[src/rtl/mbd_pkg.sv]
package mbd_pkg;

  localparam int NUM_CLS = 3;

  typedef enum logic [1:0] {
    CLS_INSTR = 2'd0,
    CLS_MEM   = 2'd1,
    CLS_TOUCH = 2'd2
  } cls_e;

  typedef enum logic {
    ST_IDLE = 1'b0,
    ST_PEND = 1'b1
  } bar_st_e;

endpackage

[src/rtl/mbd_counter.sv]
module mbd_counter #(
  parameter int CNT_W = 4
) (
  input  logic clk,
  input  logic rst,
  input  logic inc,
  input  logic dec,
  output logic zero
);

  localparam logic [CNT_W-1:0] CNT_MAX = '1;
  localparam logic [CNT_W-1:0] CNT_ONE = CNT_W'(1);

  logic [CNT_W-1:0] cnt_q;

  always_ff @(posedge clk) begin
    if (rst) begin
      cnt_q <= '0;
    end else begin
      case ({inc, dec})
        2'b10:   if (cnt_q != CNT_MAX) cnt_q <= cnt_q + CNT_ONE;
        2'b01:   if (cnt_q != '0)      cnt_q <= cnt_q - CNT_ONE;
        default: cnt_q <= cnt_q;
      endcase
    end
  end

  assign zero = (cnt_q == '0);

  // upstream must never exceed the counter capacity
  p_no_overflow_r11: assert property (@(posedge clk) disable iff (rst)
    (cnt_q == CNT_MAX) |-> !(inc && !dec));

  // completion at zero leaves the count at zero
  p_no_wrap_r9: assert property (@(posedge clk) disable iff (rst)
    ((cnt_q == '0) && dec && !inc) |=> (cnt_q == '0));

  // start and completion together hold the count
  p_hold_r10: assert property (@(posedge clk) disable iff (rst)
    (inc && dec) |=> $stable(cnt_q));

endmodule

[src/rtl/mbd_seq.sv]
module mbd_seq
  import mbd_pkg::*;
(
  input  logic clk,
  input  logic rst,
  input  logic barrier_dec,
  input  logic drained,
  output logic stall_o,
  output logic done_o
);

  bar_st_e st_q;

  always_ff @(posedge clk) begin
    if (rst) begin
      st_q   <= ST_IDLE;
      done_o <= 1'b0;
    end else begin
      done_o <= 1'b0;
      case (st_q)
        ST_IDLE: if (barrier_dec) st_q <= ST_PEND;
        ST_PEND: begin
          // a repeated barrier_dec here is deliberately ignored
          if (drained) begin
            st_q   <= ST_IDLE;
            done_o <= 1'b1;
          end
        end
        default: st_q <= ST_IDLE;
      endcase
    end
  end

  assign stall_o = (st_q == ST_PEND);

  // a pending barrier cannot drain while work is outstanding
  p_hold_until_drained_r3: assert property (@(posedge clk) disable iff (rst)
    (stall_o && !drained) |=> (stall_o && !done_o));

  // completion lasts one cycle
  p_done_pulse_r6: assert property (@(posedge clk) disable iff (rst)
    done_o |=> !done_o);

  // completion coincides with the stall falling
  p_done_release_r6: assert property (@(posedge clk) disable iff (rst)
    done_o |-> (!stall_o && $past(stall_o)));

endmodule

[src/rtl/mem_barrier_drain.sv]
module mem_barrier_drain
  import mbd_pkg::*;
#(
  parameter int CNT_W = 4
) (
  input  logic clk,
  input  logic rst,
  input  logic barrier_dec,
  input  logic instr_issue,
  input  logic instr_safe,
  input  logic mem_req,
  input  logic mem_done,
  input  logic touch_req,
  input  logic touch_xlated,
  output logic dispatch_stall,
  output logic barrier_done
);

  logic [NUM_CLS-1:0] inc_v;
  logic [NUM_CLS-1:0] dec_v;
  logic [NUM_CLS-1:0] zero_v;
  logic               drained;

  always_comb begin
    inc_v            = '0;
    dec_v            = '0;
    inc_v[CLS_INSTR] = instr_issue;
    dec_v[CLS_INSTR] = instr_safe;
    inc_v[CLS_MEM]   = mem_req;
    dec_v[CLS_MEM]   = mem_done;
    inc_v[CLS_TOUCH] = touch_req;
    dec_v[CLS_TOUCH] = touch_xlated;
  end

  for (genvar g = 0; g < NUM_CLS; g++) begin : g_cls
    mbd_counter #(.CNT_W(CNT_W)) u_cnt (
      .clk  (clk),
      .rst  (rst),
      .inc  (inc_v[g]),
      .dec  (dec_v[g]),
      .zero (zero_v[g])
    );
  end

  assign drained = &zero_v;

  mbd_seq u_seq (
    .clk         (clk),
    .rst         (rst),
    .barrier_dec (barrier_dec),
    .drained     (drained),
    .stall_o     (dispatch_stall),
    .done_o      (barrier_done)
  );

  // a barrier from idle raises the stall on the next cycle
  p_stall_rise_r2: assert property (@(posedge clk) disable iff (rst)
    (!dispatch_stall && barrier_dec) |=> dispatch_stall);

  // no completion pulse without a preceding stall
  p_done_needs_stall_r6: assert property (@(posedge clk) disable iff (rst)
    $rose(barrier_done) |-> $past(dispatch_stall));

endmodule

[config.mk]
export PLATFORM = sky130hd
export DESIGN_NAME = mem_barrier_drain
export DESIGN_NICKNAME = d
export VERILOG_FILES = /design/src/rtl/mbd_pkg.sv /design/src/rtl/mbd_counter.sv /design/src/rtl/mbd_seq.sv /design/src/rtl/mem_barrier_drain.sv
export SDC_FILE = /design/constraint.sdc
export NUM_CORES = 1
export LEC_CHECK = 0
export BUFFER_PORTS_ARGS = -buffer_cell sky130_fd_sc_hd__buf_2
export CAP_MARGIN = 20
export CORE_MARGIN = 8
export CORE_UTILIZATION = 50
export CTS_BUF_LIST = sky130_fd_sc_hd__clkbuf_4
export DETAILED_ROUTE_END_ITERATION = 10
export PLACE_DENSITY = 0.65
export SLEW_MARGIN = 15
export SYNTH_ARGS = -nofsm -noshare
export SYNTH_HDL_FRONTEND = slang
export SYNTH_SLANG_ARGS = --single-unit
[constraint.sdc]
create_clock -name clk -period 4.8 [get_ports clk]
set_input_delay 0.72 -clock clk [delete_from_list [all_inputs] [get_ports clk]]
set_output_delay 0.72 -clock clk [all_outputs]
set_load 0.01 [all_outputs]
# After elaboration in Yosys (flattened, before gate mapping)

Index checks and enable logic that the tools add are counted.

Bits in registers: 14
Input port bits: 9
Output and inout port bits: 2

Add/subtract/negate cells: 6
Eq/ne operators: 15
Mux-type cells: 13
Bitwise operators: 1
Reductions and logical operators: 14

Operator list:

| operator                                                                | number |
|---|---|
| 4-bit two-way mux                                                       | 6 |
| 4-bit one-hot mux with 2 select lines                                   | 3 |
| 4-bit by 1-bit adder with 4-bit output, second input constant           | 3 |
| 4-bit zero test                                                         | 3 |
| 2-bit by 1-bit inequality test with 1-bit output, second input constant | 6 |
| 4-bit inequality test, second input constant                            | 3 |
| 3-bit AND reduction                                                     | 4 |
| 4-bit nonzero test                                                      | 3 |
| 4-bit by 1-bit subtractor with 4-bit output, second input constant      | 3 |
| 2-bit by 1-bit equality test with 1-bit output, second input constant   | 3 |
| 2-bit equality test, second input constant                              | 3 |
| 2-bit nonzero test                                                      | 3 |
| 1-bit two-way mux                                                       | 3 |
| 1-bit one-hot mux with 2 select lines                                   | 1 |
| 2-bit OR reduction                                                      | 1 |
| 1-bit inverter                                                          | 1 |

# Logic depth before layout (Yosys ltp)

Gate-level depths: netlist of run 1.

Depth after elaboration: 4
Depth in mapped cells: 9
Mapped depth without buffers: 8

# Cells and area by module

From an unflattened synthesis of run 1, not the netlist that was laid out.

Cells, all modules: 94
Area total of the unflattened synthesis: 823.3 um2

Modules (own cells, without submodules):

| module            | times used | cells each | area each (um2) |
|---|---|---|---|
| mbd_counter       | 3          | 29         | 252.7 |
| mbd_seq           | 1          | 6          | 58.8 |
| mem_barrier_drain | 1          | 1          | 6.3 |

# Worst setup path after synthesis of run 1

OpenSTA, ideal clock, no wires.

Path type: input-to-reg
From: in instr_issue
To: reg g_cls[0].u_cnt.cnt_q[2]
Setup time: 0.132 ns
Arrival time: 1.920 ns
Required time: 4.668 ns
Path slack: 2.748 ns
Stages: 9
Buffers on the path: 1
Path through: inv_1 > ha_1 > buf_2 > xor2_1 > ha_1 > a21oi_1 > xnor2_1 > and4b_1 > nor3_2

Word-level cells in the longest chain between the ends: 3
Elaborated cells between the ends (all ways): 7
Those cells by class: eq/ne (4); mux (1); reduce/logical (2)

Ends and longest elaborated chain:

| element                                                                                                 | line                   | source |
|---|---|---|
| start: declaration                                                                                      | mem_barrier_drain.sv:9 | `input logic instr_issue,` |
| 2-bit by 1-bit equality test with 1-bit output or 2-bit equality test (tied branches)                   | mbd_counter.sv:20      | `case ({inc, dec})` |
| 2-bit by 1-bit inequality test with 1-bit output (no source line) or 2-bit nonzero test (tied branches) | --                     |  |
| 3-bit AND reduction (no source line)                                                                    | --                     |  |
| end signal: assignment                                                                                  | mbd_counter.sv:21      | `2'b10: if (cnt_q != CNT_MAX) cnt_q <= cnt_q + CNT_ONE;` |
| end signal: assignment                                                                                  | mbd_counter.sv:22      | `2'b01: if (cnt_q != '0) cnt_q <= cnt_q - CNT_ONE;` |
| end signal: assignment                                                                                  | mbd_counter.sv:23      | `default: cnt_q <= cnt_q;` |
| end: declaration                                                                                        | mbd_counter.sv:14      | `logic [CNT_W-1:0] cnt_q;` |

Parallel ways exist; a longest one is shown, timed or not.
A chain may end at the register's enable or synchronous reset.

# Final worst setup path of run 1

Same ends and word-level chain as after synthesis.

==> results.json, run 1 <==
{
  "min_from": "u_seq.stall_o$_SDFF_PP0_",
  "yosys.area.top_type": "dfxtp_1",
  "min_path_cells": 2,
  "clock_tree.buffer_depth": 2,
  "synth.most_common_cell": "a21oi_1",
  "total_leakage_power_uw": 0.000528,
  "critical_path.slowest_cell": "ha_1",
  "synth-main-ff-cell": "dfxtp_1",
  "power.switching_uw": 108,
  "area.growth.synth_to_final_pct": 4.54,
  "fin_crit_sh_pct": 40.4,
  "cts.repair.resized": 0,
  "p_comb_share_pct": 31.5,
  "most_frequent_cells_after_synthesis": "a21oi_1 (15), dfxtp_1 (14), ha_1 (12), nor2_1 (7)",
  "fillerInstances": 206,
  "clock-skew-final_ns": 0.00362,
  "holdPathEnd": "u_seq.done_o$_SDFF_PP0_",
  "run_status": "finished, final reports clean",
  "boundaryPins": 11,
  "timing.fmax_mhz": 515,
  "r2r.worst_path.cells": 6,
  "worst_path_largest_cell_delay_ns": 0.28,
  "clock_tree.htree_level_count": 1,
  "floorplan.die_area_mm2": 0.00411,
  "internal_power_uw": 212,
  "multi_input_gate_area_in_the_final_layout_um2": 800,
  "synth_nets": 149,
  "grt_setup_unrepaired": "false",
  "dr.max_layer_used": "met4",
  "grt_pass1_wl_um": 3690,
  "synth_area_leaders": "dfxtp_1 (24%), ha_1 (13%), a21oi_1 (6.5%), nor4_4 (5.5%), mux2_4 (3.9%)",
  "groute.usage.overall_pct": 10.8,
  "final_net_count": 156,
  "cell_variety_after_synth": 32,
  "post-place-ws_ns": 2.57,
  "pwr_density_cell_mw_per_mm2": 264,
  "met2RoutedLength_um": 1030,
  "crit_required_ns": 4.96,
  "worst_reg2reg_startpoint": "g_cls[0].u_cnt.cnt_q[1]$_SDFFE_PP0P_",
  "timing.critical_path.arrival_ns": 2.10,
  "hold_viol_final": 0,
  "grt_max_degree": 18,
  "fin_ws_ns": 2.86,
  "worst_slew_margin_rel_pct": 77.1,
  "postCtsSetupRepairBufs": 0,
  "dpl.hpwl_um": 1590,
  "antennaDiodeCount": 0,
  "globalRouteOverflowTotal": 0,
  "placement_row_count": 17,
  "worstSetupEndpointType": "flip-flop",
  "critical_path.max_fanout": 7,
  "drcViolationCount": 0,
  "critPathKind": "primary input to flip-flop",
  "avgSynthCellArea_um2": 9.04,
  "port-buffer-count": 10,
  "totalNegativeSetupSlack_ns": 0,
  "met3RoutedLength_um": 97,
  "cts_hold_buf": 0,
  "iteration_0_drc_markers": 18,
  "path_cells": "buf_2 > inv_1 > ha_1 > xor2_1 > ha_1 > a21oi_1 > xnor2_1 > and4b_1 > nor3_2",
  "detail_route.vias_per_cell": 5.55,
  "vias": 893,
  "setup-violations-final": 0,
  "timing.rr.end": "g_cls[0].u_cnt.cnt_q[2]$_SDFFE_PP0P_",
  "drt_pre_antenna_iters": 4,
  "power.share.clock_pct": 19.5,
  "die_h_um": 64.1,
  "finalWeightedCongestion": 0.766,
  "register_to_register_path_setup_slack_ns": 3.27,
  "synth_top_area_share_pct": 24.2,
  "ys_ff_latch": 14,
  "synth_edf_count": 0,
  "cp-start-kind": "primary input",
  "finalCriticalPeriod_ns": 1.94,
  "tritoncts": "done",
  "grt_antenna_before_repair": 0,
  "vdd.ir_drop.worst_mv": 0.198,
  "routed_wirelength_um": 2030,
  "cts_num_sinks": 14,
  "p_sw_share_pct": 33.8,
  "clkTransAtPathRegs_ns": 0.08,
  "detail_route.wl_per_cell_um": 12.6,
  "placeable_core_area_mm2": 0.00219,
  "crit_path_frequent_cell": "ha_1",
  "worstSkewPairLatency_ns": 0.27,
  "layout.area.seq_um2": 280,
  "postSynth.asyncResetShare_pct": 0,
  "vias_in_the_first_global_route": 846,
  "cts_root_buffer": "clkbuf_4",
  "hold_class": "flip-flop to flip-flop",
  "p_seq_share_pct": 49.0,
  "synth_area_mm2": 0.00116,
  "final_layout_size_suffix_gt1_share_pct": 22.6,
  "drt.antenna.violating_nets": 0,
  "post_synth_inst_count": 128,
  "floorplan.initialDensity_pct": 52.8,
  "worst_slew_pin_slew_ns": 0.342,
  "timing.max_cap.violations": 0,
  "synth.yosys.warnings": 0,
  "detail_route.wirelength.met1_um": 889,
  "portion_of_the_post_synthesis_area_used_by_sequential_elements_pct": 24.2,
  "die_width_um": 64.1,
  "timing_max_transition_violations_final": 0,
  "cts-buffers-inserted": 3
}
## state kept, by name, indices dropped and copies added, names as in the netlist
register / cells
g_cls.u_cnt.cnt_q: 12
u_seq.done_o: 1
u_seq.stall_o: 1
## placed cells by master, fill, tap and decap left out, drive strengths merged
cell type	netlist	routed
a21oi	15	15
dfxtp	14	14
ha	12	12
o21ai	12	12
buf	6	10
nor2	8	8
inv	6	6
nand3b	6	6
nor2b	4	4
nor3b	4	4
xor2	3	3
nand2	3	3
nand3	3	3
nor4	3	3
xnor2	3	3
and4b	3	3
nor3	3	3
a211oi	3	3
mux2	3	3
nand2b	3	3
clkbuf	2	3
a21o	3	3
and3b	3	3
and2b	2	2
nand4	1	1
## worst max path at each step
stage | depth (start not counted) | startpoint | to | slack [ns]
2_1_floorplan | 9 | instr_issue | g_cls[0].u_cnt.cnt_q[2]$_SDFFE_PP0P_ | 2.75
3_5_place_dp | 9 | touch_req | g_cls[2].u_cnt.cnt_q[2]$_SDFFE_PP0P_ | 2.57
3_3_place_gp | 9 | instr_issue | g_cls[0].u_cnt.cnt_q[2]$_SDFFE_PP0P_ | 2.60
5_1_grt | 9 | touch_req | g_cls[2].u_cnt.cnt_q[2]$_SDFFE_PP0P_ | 2.73
6_report | 9 | instr_issue | g_cls[0].u_cnt.cnt_q[2]$_SDFFE_PP0P_ | 2.86
4_1_cts | 7 | mem_req | g_cls[1].u_cnt.cnt_q[3]$_SDFFE_PP0P_ | 2.87
## power groups by stage
stage / sequential (µW) / combinational (µW) / clock, µW
floorplan: 148 / 95.1 / 0
global placement: 158 / 98.8 / 0
detailed placement: 159 / 101 / 0
CTS: 157 / 102 / 66.4
global route: 159 / 114 / 71.5
finish: 157 / 101 / 62.3
## critical path: cells and delay by family
family                   cells  cell delay [ns]
AO/OA/AOI/OAI                1             0.15
XOR/XNOR                     2             0.33
adder cells (fa/ha/maj)      2             0.46
buffers and inverters        2             0.14
AND/OR/NAND/NOR              2             0.28
## cell type report
type	instances	area share [%]
repair buffers	10	4.14
well taps	28	2.90
multi-input cells	100	66.1
inverters	6	1.86
clock buffers	3	1.86
flip-flops and latches	14	23.2
## per-layer routing
metal / global-route usage (%) / vias to the layer above
met5: 0 / -
met4: 2.45 / 0
met3: 4.36 / 2
met2: 18.7 / 14
met1: 12.0 / 408
li1: - / 469
## logic make-up (layout without fill, tap and decap cells)
group / Yosys count / count (layout) / synth area share [%]
adder cells (fa/ha/maj): 12 / 12 / 13.0
multiplexers: 3 / 3 / 3.89
AO/OA/AOI/OAI: 33 / 33 / 17.4
XOR/XNOR: 6 / 6 / 4.54
flip-flops: 14 / 14 / 24.2
AND/OR/NAND/NOR: 46 / 46 / 30.3
buffers and inverters: 14 / 19 / 6.70
## per-stage QoR
stage	hold WS, ns	total power (µW)	std cells	utilization (%)	cell area (µm²)
2_1_floorplan	0.496	243	128	-	1160
3_3_place_gp	0.503	257	158	54.2	1190
3_5_place_dp	0.505	260	158	54.2	1190
4_1_cts	0.515	325	161	55.2	1210
5_1_grt	0.552	345	161	55.2	1210
6_report	0.514	320	161	55.2	1210
No activity file was read; power rests on OpenSTA's default activity.
==> run 2: changes to the inputs <==
ABC_AREA = 1   (was unset)
clock period = 2 ns   (was 4.8 ns; I/O delays follow)
==> run 2 against run 1 <==
Clock-buffer cell count unchanged. Register-to-register slack worse by 2.7 ns. Routed wire length is 6.7% higher. Die area decreased by 4.4%. Non-clock buffer count did not move. Combinational power rose to 2.7 times the previous value. Highest routed layer unchanged. Critical endpoint is now g_cls[1].u_cnt.cnt_q[2]$_SDFFE_PP0P_. Total power grew 150%. Clock power grew to 2.6 times the previous value.
==> results.json, run 2 <==
{
  "run_status": "finished, final reports clean",
  "worst_slew_pin_slew_ns": 0.276,
  "drt.antenna.violating_nets": 0,
  "post_dp_cell_area_mm2": 0.00117,
  "most_frequent_cells_after_synthesis": "nand2_1 (49), inv_1 (30), a21oi_1 (15), nor2_1 (15), dfxtp_1 (14)",
  "timing.critical_path.arrival_ns": 1.61,
  "grt_setup_unrepaired": "false",
  "final_net_count": 204,
  "synth_area_mm2": 0.00109,
  "numPlacedInstances": 206,
  "worst_reg2reg_startpoint": "g_cls[1].u_cnt.cnt_q[1]$_SDFFE_PP0P_",
  "timing_max_transition_violations_final": 0,
  "avgSynthCellArea_um2": 6.45,
  "vias_in_the_first_global_route": 962,
  "synth_area_leaders": "dfxtp_1 (26%), nand2_1 (17%), ha_1 (14%), inv_1 (10%), a21oi_1 (6.9%)",
  "timing.rr.end": "g_cls[1].u_cnt.cnt_q[2]$_SDFFE_PP0P_",
  "area.growth.synth_to_final_pct": 9.87,
  "hold_class": "primary input to flip-flop",
  "cts_num_sinks": 14,
  "cp-start-kind": "primary input",
  "globalRouteOverflowTotal": 0,
  "crit_required_ns": 2.21,
  "finalWeightedCongestion": 0.875,
  "largest_register_ffs": 12,
  "crit_start": "mem_req",
  "clock_tree.buffer_depth": 2,
  "clock_tree.htree_level_count": 1,
  "cts_root_buffer": "clkbuf_4",
  "totalNegativeSetupSlack_ns": 0,
  "port-buffer-count": 10,
  "timing.max_cap.violations": 0,
  "postCtsSetupRepairBufs": 0,
  "groute.usage.overall_pct": 11.5,
  "synth_nets": 190,
  "cts-buffers-inserted": 3,
  "register_to_register_path_setup_slack_ns": 0.62,
  "final_design_area_no_fill_mm2": 0.00120,
  "placeable_core_area_mm2": 0.00213,
  "floorplan.die_area_mm2": 0.00393,
  "hold_viol_final": 0,
  "synth.yosys.warnings": 0,
  "synth.most_common_cell": "nand2_1",
  "total_leakage_power_uw": 0.000622,
  "worstSkewPairLatency_ns": 0.27,
  "largest-register": "g_cls.u_cnt.cnt_q",
  "placement_row_count": 17,
  "drcViolationCount": 0,
  "grt_max_degree": 14,
  "detail_route.vias_per_cell": 4.86,
  "mostFrequentLayoutCell": "nand2_1",
  "pwr_density_cell_mw_per_mm2": 664,
  "clock-skew-final_ns": 0.00495,
  "r2r.worst_path.cells": 8,
  "setup-violations-final": 0,
  "vdd.ir_drop.worst_mv": 0.486,
  "routed_wirelength_um": 2160,
  "cts.repair.resized": 0,
  "portion_of_the_post_synthesis_area_used_by_sequential_elements_pct": 25.7,
  "drt_pre_antenna_iters": 4,
  "vias": 1021,
  "timing.fmax_mhz": 715,
  "synth_top_area_share_pct": 25.7,
  "ys_ff_latch": 14,
  "synth_edf_count": 0,
  "leading_cell_types_in_the_layout_fill_and_taps_excluded": "nand2_1 (49), inv_1 (30), nor2_1 (15), a21oi_1 (15), dfxtp_1 (14)",
  "critPathKind": "primary input to flip-flop",
  "final_layout_size_suffix_gt1_share_pct": 12.6,
  "dpl.hpwl_um": 1770,
  "post-layout-total-power_uw": 795,
  "clkTransAtPathRegs_ns": 0.08,
  "stdcell_count": 210,
  "floorplan.initialDensity_pct": 51.2,
  "yosys.area.top_type": "dfxtp_1",
  "worst_slew_margin_rel_pct": 81.4,
  "die_width_um": 62.7,
  "grt_pass1_wl_um": 3910,
  "synth-main-ff-cell": "dfxtp_1",
  "endpoint": "g_cls[1].u_cnt.cnt_q[2]$_SDFFE_PP0P_",
  "boundaryPins": 11,
  "worstSetupEndpointType": "flip-flop",
  "tritoncts": "done",
  "cell_variety_after_synth": 19,
  "antennaDiodeCount": 0,
  "postSynth.asyncResetShare_pct": 0,
  "die_h_um": 62.7,
  "post_synth_inst_count": 169,
  "cts_hold_buf": 0,
  "finalCriticalPeriod_ns": 1.40,
  "grt_antenna_before_repair": 0,
  "detail_route.wl_per_cell_um": 10.3,
  "fin_crit_sh_pct": 69.9,
  "critical_path.max_fanout": 5,
  "iteration_0_drc_markers": 42
}
run 2: cell families after synthesis:
group | Yosys count | synth area share [%]
XOR/XNOR | 6 | 4.82
adder cells (fa/ha/maj) | 12 | 13.8
AO/OA/AOI/OAI | 19 | 8.73
buffers and inverters | 32 | 11.0
flip-flops | 14 | 25.7
AND/OR/NAND/NOR | 86 | 35.9
run 2: how the worst min path moves through the flow:
stage,startpoint,to,slack [ns],depth (start not counted)
2_1_floorplan,rst,g_cls[0].u_cnt.cnt_q[3]$_SDFFE_PP0P_,0.44,3
3_3_place_gp,u_seq.stall_o$_SDFF_PP0_,u_seq.done_o$_SDFF_PP0_,0.46,2
3_5_place_dp,u_seq.stall_o$_SDFF_PP0_,u_seq.done_o$_SDFF_PP0_,0.47,2
4_1_cts,barrier_dec,u_seq.stall_o$_SDFF_PP0_,0.28,3
5_1_grt,barrier_dec,u_seq.stall_o$_SDFF_PP0_,0.30,3
6_report,barrier_dec,u_seq.stall_o$_SDFF_PP0_,0.27,3
run 2: stage by stage:
step	hold WS, ns	setup WS (ns)	utilization (%)
after global placement	0.460	0.404	55.1
after global routing	0.301	0.457	56.3
after detailed placement	0.470	0.340	55.1
final	0.275	0.602	56.3
after floorplan	0.445	0.537	-
after CTS	0.282	0.596	56.3
run 2: cell type report:
type,instances,area [µm²]
repair buffers,10,50.0
clock inverters,1,3.75
multi-input cells,123,689
fillers,218,930
inverters,31,116
well taps,28,35.0
clock buffers,3,22.5
flip-flops and latches,14,280
run 2: critical path: stages:
cell,delay [ns]
buf_2,0.11
inv_1,0.07
ha_1,0.25
nand2_1,0.08
inv_1,0.12
nor2_4,0.05
ha_1,0.17
a21oi_1,0.15
xnor2_1,0.14
nand2_1,0.07
a21oi_1,0.11
run 2: power breakdown:
| group | internal [µW] | switching [µW] | total, µW |
|---|---|---|---|
| clock network | 72.3 | 86.8 | 159 |
| logic | 114 | 157 | 272 |
| registers | 315 | 48.9 | 364 |
run 2: per-layer routing:
metal | share of wire (%) | vias to the layer above | global-route usage [%] | wire [µm]
met2 | 48 | 15 | 20.1 | 1040
met5 | 0 | - | 0 | 0
met1 | 48 | 454 | 13.6 | 1040
met3 | 3.8 | 2 | 4.12 | 83
li1 | - | 550 | - | -
met4 | 0.28 | 0 | 0.855 | 6
==> run 3: changes to the inputs <==
PLACE_DENSITY = 0.68   (was 0.65)
clock period = 1.2 ns   (was 2 ns; I/O delays follow)
==> run 3 against run 2 <==
The run now ends with setup timing left. Clock-buffer cell count is the same. Sequential power is 71% higher. Routed wire length increased by 19%. Critical path type is now flip-flop to flip-flop. Total power increased by 100%. Highest routed layer unchanged. Hold slack worse by 0.10 ns. Global-route usage increased by 0.79 points. Combinational power rose to 2.5 times the previous value. Final cell count rose by 10%. Sequential cell count unchanged.
==> results.json, run 3 (synthesis gave the netlist of run 2 again) <==
{
  "detail_route.vias_per_cell": 4.93,
  "finalCriticalPeriod_ns": 1.21,
  "fin_crit_sh_pct": 101,
  "final_layout_size_suffix_gt1_share_pct": 41.4,
  "drt_pre_antenna_iters": 4,
  "violated_checks": "setup timing",
  "leading_cell_types_in_the_layout_fill_and_taps_excluded": "nand2_1 (44), inv_1 (24), buf_4 (17)",
  "die_width_um": 62.7,
  "grt_pass1_wl_um": 4130,
  "worst_path_largest_cell_delay_ns": 0.37,
  "cts-buffers-inserted": 3,
  "clock-skew-final_ns": 0.00602,
  "clock_tree.htree_level_count": 1,
  "fin_ws_ns": -0.0132,
  "vdd.ir_drop.worst_mv": 0.744,
  "critical_path.slowest_cell": "dfxtp_4",
  "hold_viol_final": 0,
  "run_status": "complete, but fails checks",
  "area.growth.synth_to_final_pct": 42.7,
  "fillerInstances": 179,
  "worstSetupEndpointType": "flip-flop",
  "timing_max_transition_violations_final": 0,
  "timing.max_cap.violations": 0,
  "die_h_um": 62.7,
  "final_net_count": 225,
  "detail_route.wl_per_cell_um": 11.1,
  "vias_in_the_first_global_route": 1006,
  "critical_path.max_fanout": 4,
  "vias": 1138,
  "dpl.hpwl_um": 1840,
  "tritoncts": "done",
  "hold_class": "primary input to flip-flop",
  "total_leakage_power_uw": 0.000749,
  "worstSkewPairLatency_ns": 0.28,
  "timing.critical_path.arrival_ns": 1.40,
  "antennaDiodeCount": 0,
  "clkTransAtPathRegs_ns": 0.09,
  "mostFrequentLayoutCell": "nand2_1",
  "groute.usage.overall_pct": 12.3,
  "crit_required_ns": 1.39,
  "largest_register_ffs": 12,
  "cts_root_buffer": "clkbuf_4",
  "critPathKind": "flip-flop to flip-flop",
  "cp-start-kind": "flip-flop",
  "cts_hold_buf": 0,
  "post-place-ws_ns": -0.196,
  "routed_wirelength_um": 2580,
  "hold_ws_ns": 0.173,
  "drcViolationCount": 0,
  "boundaryPins": 11,
  "largest-register": "g_cls.u_cnt.cnt_q",
  "finalWeightedCongestion": 0.855,
  "floorplan.initialDensity_pct": 51.2,
  "cts_num_sinks": 14,
  "crit_path_frequent_cell": "nor2_1",
  "setup-violations-final": 2,
  "port-buffer-count": 10,
  "worst_slew_pin_slew_ns": 0.266,
  "pwr_density_cell_mw_per_mm2": 1020,
  "globalRouteOverflowTotal": 0,
  "placeable_core_area_mm2": 0.00213,
  "iteration_0_drc_markers": 33,
  "timing.fmax_mhz": 824,
  "path_cells": "buf_6 > nand2_2 > nor2_1 > nand2_1 > nand2_2 > nor2_4 > nand2_1 > nor2_1 > nor2_1",
  "floorplan.die_area_mm2": 0.00393,
  "clock_tree.buffer_depth": 2,
  "grt_antenna_before_repair": 0,
  "drt.antenna.violating_nets": 0,
  "grt_max_degree": 14,
  "placement_row_count": 17,
  "grt_setup_unrepaired": "true",
  "worst_slew_margin_rel_pct": 82.1
}
-- run 3: cell types whose count changed in the layout (fill, tap and decap cells not counted), moves of 6 or more --
| cell | delta |
|---|---|
| ha_1 | -6 |
| a21oi_1 | -6 |
| buf_4 | +17 |
| inv_1 | -6 |
| nor2_1 | -7 |
| a21oi_2 | +6 |
| dfxtp_1 | -7 |
-- run 3: layout make-up --
cell class / count / area, µm² / share of cell area (%)
repair buffers: 31 / 223 / 14.3
flip-flops and latches: 14 / 297 / 19.1
multi-input cells: 123 / 856 / 55.0
inverters: 31 / 119 / 7.64
clock inverters: 1 / 3.75 / 0.241
clock buffers: 3 / 22.5 / 1.45
well taps: 28 / 35.0 / 2.25
-- run 3: metrics by stage --
stage,TNS [ns],total power [µW],utilization [%],instances,area (µm²)
2_1_floorplan,-0.0179,977,-,169,1140
3_3_place_gp,-1.06,1130,63.1,222,1340
3_5_place_dp,-1.36,1150,63.1,222,1340
4_1_cts,-0.00289,1440,65.2,226,1390
5_1_grt,-0.641,1710,73.1,231,1560
6_report,-0.0189,1590,73.1,231,1560
-- run 3: critical path: cells and delay by family (launching register included) --
kind,cells,cell delay [ns]
and+or+nand+nor,8,0.64
DFF,1,0.37
buffers and inverters,1,0.13
-- run 3: worst paths after layout --
path / startpoint / to / slack (ns) / cells past startpoint
worst max-delay path: g_cls[1].u_cnt.cnt_q[1]$_SDFFE_PP0P_ / g_cls[1].u_cnt.cnt_q[3]$_SDFFE_PP0P_ / -0.01 / 9
worst min-delay path: barrier_dec / u_seq.stall_o$_SDFF_PP0_ / 0.17 / 3
worst max register to register: g_cls[1].u_cnt.cnt_q[1]$_SDFFE_PP0P_ / g_cls[1].u_cnt.cnt_q[3]$_SDFFE_PP0P_ / -0.01 / 9
worst min register to register: u_seq.stall_o$_SDFF_PP0_ / u_seq.done_o$_SDFF_PP0_ / 0.47 / 2
-- run 3: timing repair --
| item | in CTS | in global routing |
|---|---|---|
| buffers inserted | 0 | 5 |
| gates resized for setup | 10 | 37 |
| gates cloned | 0 | 0 |
| setup endpoints to repair | 3 | 14 |
| pin swaps | 4 | 18 |
-- run 3: layer usage --
metal	global-route usage (%)	part of all wire, %	vias up
met5	0	0	-
met4	3.13	0.54	0
met3	3.94	2.6	2
met2	22.9	55	13
met1	12.8	42	530
li1	-	-	593
-- run 3: power breakdown --
group / internal [µW] / total [µW] / switching, µW
Sequential: 533 / 623 / 89.9
Combinational: 334 / 690 / 356
Clock: 121 / 278 / 157
Total: 988 / 1590 / 603
